**config.mk**
```make
export PLATFORM = sky130hd
export DESIGN_NAME = rx_desc_wb
export DESIGN_NICKNAME = d
export VERILOG_FILES = /design/src/rtl/rxwb_pkg.sv /design/src/rtl/rxwb_accum.sv /design/src/rtl/rxwb_compose.sv /design/src/rtl/rx_desc_wb.sv
export SDC_FILE = /design/constraint.sdc
export NUM_CORES = 1
export LEC_CHECK = 0
export BUFFER_PORTS_ARGS = -buffer_cell sky130_fd_sc_hd__buf_2
export CORE_MARGIN = 2
export CORE_UTILIZATION = 25
export CTS_CLUSTER_SIZE = 28
export DETAILED_ROUTE_END_ITERATION = 8
export PLACE_DENSITY = 0.41
export REMOVE_ABC_BUFFERS = 1
export SETUP_SLACK_MARGIN = 0.05
export SLEW_MARGIN = 10
export SYNTH_ARGS = -nofsm -noshare
export SYNTH_HDL_FRONTEND = slang
export SYNTH_HIERARCHICAL = 1
export SYNTH_SLANG_ARGS = --single-unit
```
**constraint.sdc**
```tcl
create_clock -name clk -period 2.6 [get_ports clk]
set_input_delay 0.13 -clock clk [delete_from_list [all_inputs] [get_ports clk]]
set_output_delay 0.13 -clock clk [all_outputs]
set_load 0.02 [all_outputs]
```
**src/rtl/rxwb_pkg.sv**
```systemverilog
package rxwb_pkg;

    localparam int N_FLAGS = 5;
    localparam int FL_FCS  = 0;
    localparam int FL_DRIB = 1;
    localparam int FL_RXER = 2;
    localparam int FL_OVF  = 3;
    localparam int FL_BPE  = 4;

    typedef struct packed {
        logic own;
        logic err;
        logic fram;
        logic oflo;
        logic crc;
        logic buff;
        logic bpe;
        logic stp;
        logic enp;
    } rxwb_status_t;

    localparam int STATUS_W = $bits(rxwb_status_t);

    typedef enum logic [1:0] {
        ST_IDLE,
        ST_FILL,
        ST_FETCH,
        ST_DROP
    } rxwb_state_t;

    typedef enum logic [1:0] {
        CL_END,
        CL_MID,
        CL_NOBUF,
        CL_OVFWAIT
    } rxwb_close_t;

endpackage

```
**src/rtl/rxwb_accum.sv**
```systemverilog
module rxwb_accum #(
    parameter int W = 5
) (
    input  logic         clk,
    input  logic         rst_n,
    input  logic         clr,
    input  logic         en,
    input  logic [W-1:0] evt,
    output logic [W-1:0] view
);
    logic [W-1:0] q;

    always_ff @(posedge clk) begin
        if (!rst_n || clr) q <= '0;
        else if (en)       q <= q | evt;
    end

    // sticky flags including the events of the current cycle
    assign view = en ? (q | evt) : q;
endmodule

```
**src/rtl/rxwb_compose.sv**
```systemverilog
module rxwb_compose
    import rxwb_pkg::*;
(
    input  logic [N_FLAGS-1:0] flags,
    input  rxwb_close_t        kind,
    input  logic               stp,
    input  logic               loopback,
    output rxwb_status_t       status
);
    always_comb begin
        status      = '0;
        status.own  = 1'b0;
        status.stp  = stp;
        status.bpe  = flags[FL_BPE];
        unique case (kind)
            CL_END: begin
                status.enp  = 1'b1;
                status.oflo = flags[FL_OVF];
                status.crc  = !flags[FL_OVF] && (flags[FL_FCS] || flags[FL_RXER]);
                status.fram = !flags[FL_OVF] && !loopback
                              && flags[FL_DRIB] && flags[FL_FCS];
            end
            CL_MID: status.enp = 1'b0;
            CL_NOBUF: begin
                status.enp  = 1'b1;
                status.buff = 1'b1;
            end
            CL_OVFWAIT: begin
                status.enp  = 1'b1;
                status.buff = 1'b1;
                status.oflo = 1'b1;
            end
            default: status.enp = 1'b0;
        endcase
        status.err = status.fram | status.oflo | status.crc | status.buff | status.bpe;
    end
endmodule

```
**src/rtl/rx_desc_wb.sv**
```systemverilog
module rx_desc_wb
    import rxwb_pkg::*;
(
    input  logic                clk,
    input  logic                rst_n,
    input  logic                loopback_en,
    input  logic                evt_sof,
    input  logic                evt_buf_full,
    input  logic                evt_eof,
    input  logic                evt_fcs_err,
    input  logic                evt_dribble,
    input  logic                evt_rx_er,
    input  logic                evt_fifo_ovf,
    input  logic                evt_bus_perr,
    output logic                own_req,
    input  logic                own_rsp_valid,
    input  logic                own_rsp_bit,
    output logic                wb_valid,
    output logic [STATUS_W-1:0] wb_status
);
    rxwb_state_t  st_q, st_d;
    rxwb_close_t  close_kind;
    logic         close_fire;
    logic         acc_clr, acc_en;
    logic         stp_q;
    logic [N_FLAGS-1:0] evt_vec, flags;
    rxwb_status_t composed;

    always_comb begin
        evt_vec          = '0;
        evt_vec[FL_FCS]  = evt_fcs_err;
        evt_vec[FL_DRIB] = evt_dribble;
        evt_vec[FL_RXER] = evt_rx_er;
        evt_vec[FL_OVF]  = evt_fifo_ovf;
        evt_vec[FL_BPE]  = evt_bus_perr;
    end

    assign acc_clr = (st_q == ST_IDLE) && evt_sof;
    assign acc_en  = (st_q == ST_FILL) || (st_q == ST_FETCH);

    rxwb_accum #(.W(N_FLAGS)) u_accum (
        .clk   (clk),
        .rst_n (rst_n),
        .clr   (acc_clr),
        .en    (acc_en),
        .evt   (evt_vec),
        .view  (flags)
    );

    rxwb_compose u_compose (
        .flags    (flags),
        .kind     (close_kind),
        .stp      (stp_q),
        .loopback (loopback_en),
        .status   (composed)
    );

    // next state and close decision
    always_comb begin
        st_d       = st_q;
        close_fire = 1'b0;
        close_kind = CL_MID;
        unique case (st_q)
            ST_IDLE:  if (evt_sof) st_d = ST_FILL;
            ST_FILL: begin
                if (evt_eof) begin
                    close_fire = 1'b1;
                    close_kind = CL_END;
                    st_d       = ST_IDLE;
                end else if (evt_buf_full) begin
                    st_d = ST_FETCH;
                end
            end
            ST_FETCH: begin
                if (evt_fifo_ovf) begin
                    close_fire = 1'b1;
                    close_kind = CL_OVFWAIT;
                    st_d       = ST_DROP;
                end else if (own_rsp_valid && own_rsp_bit) begin
                    close_fire = 1'b1;
                    close_kind = CL_MID;
                    st_d       = ST_FILL;
                end else if (own_rsp_valid) begin
                    close_fire = 1'b1;
                    close_kind = CL_NOBUF;
                    st_d       = ST_DROP;
                end
            end
            ST_DROP:  if (evt_eof) st_d = ST_IDLE;
            default:  st_d = ST_IDLE;
        endcase
    end

    // state register
    always_ff @(posedge clk) begin
        if (!rst_n) st_q <= ST_IDLE;
        else        st_q <= st_d;
    end

    // first-buffer marker
    always_ff @(posedge clk) begin
        if (!rst_n)                                 stp_q <= 1'b0;
        else if (acc_clr)                           stp_q <= 1'b1;
        else if (close_fire && close_kind == CL_MID) stp_q <= 1'b0;
    end

    // outputs
    always_ff @(posedge clk) begin
        if (!rst_n) begin
            wb_valid  <= 1'b0;
            wb_status <= '0;
        end else begin
            wb_valid  <= close_fire;
            if (close_fire) wb_status <= composed;
        end
    end

    assign own_req = (st_q == ST_FETCH);
endmodule

```
[After elaboration in Yosys (flattened, before gate mapping)]
Cells that the tools add are included.
Cells by class
  equality and inequality tests: 10
  muxes and demuxes: 26
  bitwise gates (word level): 5
  reduce and logical (&&, ||, !) cells: 19
Operators by type and width (number)
  $mux 2: 10
  $mux 1: 10
  $eq 2x2->1 const B: 4
  $pmux 2 s4: 1
  $logic_and 1x1->1: 7
  $pmux 1 s2: 3
  $mux 5: 1
  $or 5x5->5: 1
  $eq 2x1->1 const B: 2
  $logic_not 2->1: 2
  $ne 2x2->1 const B: 2
  $ne 4x2->1 const B: 1
  $or 1x1->1: 4
  $pmux 2 s2: 1
  $reduce_and 4->1: 1
  $logic_not 1->1: 3
  $logic_or 1x1->1: 3
  $ne 3x3->1 const B: 1
  $reduce_or 3->1: 1
  $reduce_bool 2->1: 1
  $reduce_or 2->1: 1
Storage, ports and cells
  flip-flop bits (word level): 17
  bits of input ports: 13
  word-level logic and storage cells: 65

[Logic depth before layout (Yosys ltp)]
  depth after elaboration: 12
  mapped depth: 10
  mapped depth without buffers: 10

[Cells and area by module]
Netlist, hierarchy kept.
Modules (own cells, without submodules)
  rx_desc_wb: times used 1, cells each 69, area an instance 650.6 µm², seq. area each 260.2 µm²
  rxwb_accum: times used 1, cells each 16, area an instance 224.0 µm², seq. area each 100.1 µm²
  rxwb_compose: times used 1, cells each 21, area an instance 166.4 µm², seq. area each 0.0 µm²

[Worst setup path after synthesis]
Ideal clock, no wire load.
  path kind: flip-flop to flip-flop
  start: reg st_q[0]
  end: reg wb_status[7]
  setup time: 0.128 ns
  arrival time: 1.914 ns
  data required time: 2.472 ns
  path slack: 0.558 ns
  cell stages (with the launch flop): 11
  path buffers: 0
  period minus slack after synthesis: 2.042 ns
  cell sequence: dfxtp_1 -> inv_1 -> ha_1 -> inv_1 -> o211ai_1 -> inv_1 -> ha_1 -> a21oi_2 -> o221ai_2 -> mux2i_1 -> nor2_1
RTL lines
  start: declaration: line rx_desc_wb.sv:21  | rxwb_state_t st_q, st_d;
  start signal: assignment: line rx_desc_wb.sv:97  | else st_q <= st_d;
  end signal: assignment: line rx_desc_wb.sv:114  | if (close_fire) wb_status <= composed;
  end: declaration: line rx_desc_wb.sv:19  | output logic [STATUS_W-1:0] wb_status

==> flow_metrics.tcl <==
set metrics [dict create \
    status "finished clean" \
    via_per_inst 4.23 \
    p_comb_share_pct 25.0 \
    fin_area_um2 1240 \
    p_leak_uw 0.000584 \
    cts.path.max_buffers 2 \
    final_core_util_pct 31.1 \
    ys_types 34 \
    ys.flop_type "dfxtp_1" \
    first_pass_iters 2 \
    r2r_cells 10 \
    die_area_um2 4700 \
    antenna_cells 0 \
    synthMuxAreaShare_pct 8.65 \
    cts_resized 0 \
    synth_xor_area_share_pct 0 \
    synth-simple-area-share_pct 24.0 \
    grt_pass1_wl_um 3510 \
    cp.arrival_ns 2.32 \
    nets 152 \
    initial_utilization_pct 26.0 \
    crit_path_end_kind "flop" \
    post_cts_buffers 0 \
    min_path_type "primary input to flop" \
    grt_pass1_vias 765 \
    ant_nets 0 \
    cts_buffers 3 \
    synth-adder-area-share_pct 10.8 \
    drt-total-wl_um 2140 \
    clock_sinks 18 \
    root_buffer "clkbuf_8" \
    gp_congestion 0.785 \
    clkSlewWorstSetupHoldPaths_ns 0.07 \
    hold_buffers 0 \
    whs_path_depth 2 \
    io_pins 24 \
    synth-seq-cells 18 \
    swShare_pct 28.8 \
    synth_area_um2 1040 \
    switchingPower_uw 206 \
    synth_top_family_by_area "simple AND/OR/NAND/NOR gates" \
    antenna_found_initial 0 \
    fin_crit_sh_pct 83.9 \
    vias 757 \
    grt_max_degree 13 \
    ys_seq_area_share_pct 34.6 \
    wl_per_cell_um 12.0 \
    cts_max_level 1 \
    p_int_uw 508 \
    rr_endpoint "wb_status[7]$_SDFFE_PN0P_" \
    fp.dieH_um 68.5 \
    r2r_start "st_q[0]$_SDFFE_PN0P_" \
    cp_max_fo 6 \
    p_seq_share_pct 41.7 \
    timing.setup.tns_ns 0 \
    drive_above_1_share_pct 36.4 \
    cts_tree "built" \
    core_um2 4000 \
    power_density_nw_per_um2 574 \
    holdCritStartpoint "rst_n" \
    hold_viol_final 0 \
    rows 23 \
    syn_avg_cell_area_um2 9.82 \
    rsz0062_at_grt "false" \
    pwr-share-clk_pct 33.3 \
    async_flop_share_pct 0 \
    synth_enable_flop_cells 0 \
    portBuffers 23 \
    area_delta_synth_final_pct 19.5 \
    ys.warnings.count 6 \
    required_ns 2.74 \
    finalSetupViolCount 0 \
    skew_ns 0.000784 \
    drv_slew 0 \
    synth_compound_gate_area_share_pct 15.0 \
    period_needed_ns 2.18 \
    peakVddDrop_uv 201 \
    reg2reg_slack_ns 0.42 \
    drc 0 \
    crit_type "flop to flop" \
    hpwl_um 1650 \
    drt_iter0_markers 27 \
    place_area_um2 1190 \
    overflow 0 \
    clk_latency_ns 0.25 \
    synthCells 106 \
    track_usage_pct 10.4 \
    dieWidth_um 68.5 \
    fmax_mhz 458 \
    startpoint_type "flop" \
    holdPathEnd "stp_q$_SDFFE_PN0P_" \
    drv_cap 0 \
]
## area by class of cell
type | instances | area, um2
Multi-Input combinational cell | 75 | 613
Clock buffer | 4 | 55.1
Tap cell | 50 | 62.6
Inverter | 8 | 30.0
Timing Repair Buffer | 24 | 123
Fill cell | 417 | 2760
Sequential cell | 18 | 360
## logic make-up (layout without fill, tap and decap cells)
logic type                 Yosys count  in the layout
and+or+nand+nor                     37             37
AOI/OAI and AO/OA                   19             19
DFF                                 18             18
buffers and inverters               13             36
adders and majority gates            9              9
muxes                                9              9
other                                1              1
## critical path, stage by stage (launching register included)
cell	delay, ns
dfxtp_1	0.35
inv_1	0.12
ha_1	0.29
inv_1	0.09
o211ai_1	0.36
inv_1	0.12
ha_1	0.27
a21oi_2	0.17
o221ai_2	0.10
mux2i_1	0.14
nor2_1	0.05
## worst max-delay path by stage
| stage | slack (ns) | end | from |
|---|---|---|---|
| CTS | 0.39 | wb_status[7]$_SDFFE_PN0P_ | st_q[0]$_SDFFE_PN0P_ |
| global route | 0.22 | wb_status[7]$_SDFFE_PN0P_ | st_q[0]$_SDFFE_PN0P_ |
| finish | 0.42 | wb_status[7]$_SDFFE_PN0P_ | st_q[0]$_SDFFE_PN0P_ |
| global placement | 0.50 | wb_status[7]$_SDFFE_PN0P_ | st_q[0]$_SDFFE_PN0P_ |
| detailed placement | 0.40 | wb_status[7]$_SDFFE_PN0P_ | st_q[0]$_SDFFE_PN0P_ |
| floorplan | 0.56 | wb_status[7]$_SDFFE_PN0P_ | st_q[0]$_SDFFE_PN0P_ |
## stage by stage
step           instances  setup WS [ns]  total power (uW)  hold WS (ns)
2_1_floorplan        101          0.561               440         0.240
3_3_place_gp         175          0.504               483         0.418
3_5_place_dp         175          0.404               485         0.421
4_1_cts              179          0.393               725         0.151
5_1_grt              179          0.224               755         0.162
6_report             179          0.418               714         0.154
## synthesized netlist by cell type, types with 2 or more instances
cell | n | area, um2
nor2_1 | 15 | 56.3
buf_4 | 3 | 22.5
dfxtp_1 | 18 | 360
nand2_1 | 3 | 11.3
ha_1 | 9 | 113
o21ai_0 | 2 | 10.0
inv_1 | 8 | 30.0
nor2b_4 | 5 | 68.8
mux2i_1 | 9 | 90.1
nand2b_4 | 2 | 27.5
a21o_1 | 3 | 22.5
nor2b_1 | 3 | 18.8
a21o_2 | 3 | 26.3
a21oi_2 | 2 | 17.5
nor3_2 | 2 | 20.0
## cell usage in the layout, fill, tap and decap left out, types with 4 or more instances in the layout
cell	count
nor2b_4	5
dfxtp_1	18
inv_1	8
ha_1	9
mux2i_1	9
clkbuf_8	4
buf_2	23
nor2_1	15
## power by group through the flow
| stage | Combinational (uW) | Sequential [uW] | Clock [uW] |
|---|---|---|---|
| detailed placement | 180 | 304 | 0 |
| global placement | 179 | 304 | 0 |
| CTS | 181 | 298 | 246 |
| global route | 199 | 300 | 256 |
| finish | 178 | 298 | 237 |
| floorplan | 133 | 307 | 0 |
## sequential cells by signal, summed over array words and instances, names as in the netlist
signal and cells:
u_accum/q 5, wb_valid 1, st_q 2, stp_q 1
wb_status 9
## routing by layer
metal	share of wire, %	wire length, um	track usage, %	up-vias
met3	5.6	119	3.25	2
met2	47	1010	16.3	12
met4	0.79	17	4.50	0
met1	47	998	12.9	347
met5	0	0	0	-
li1	-	-	-	396
No activity file was read; power rests on OpenSTA's default activity.
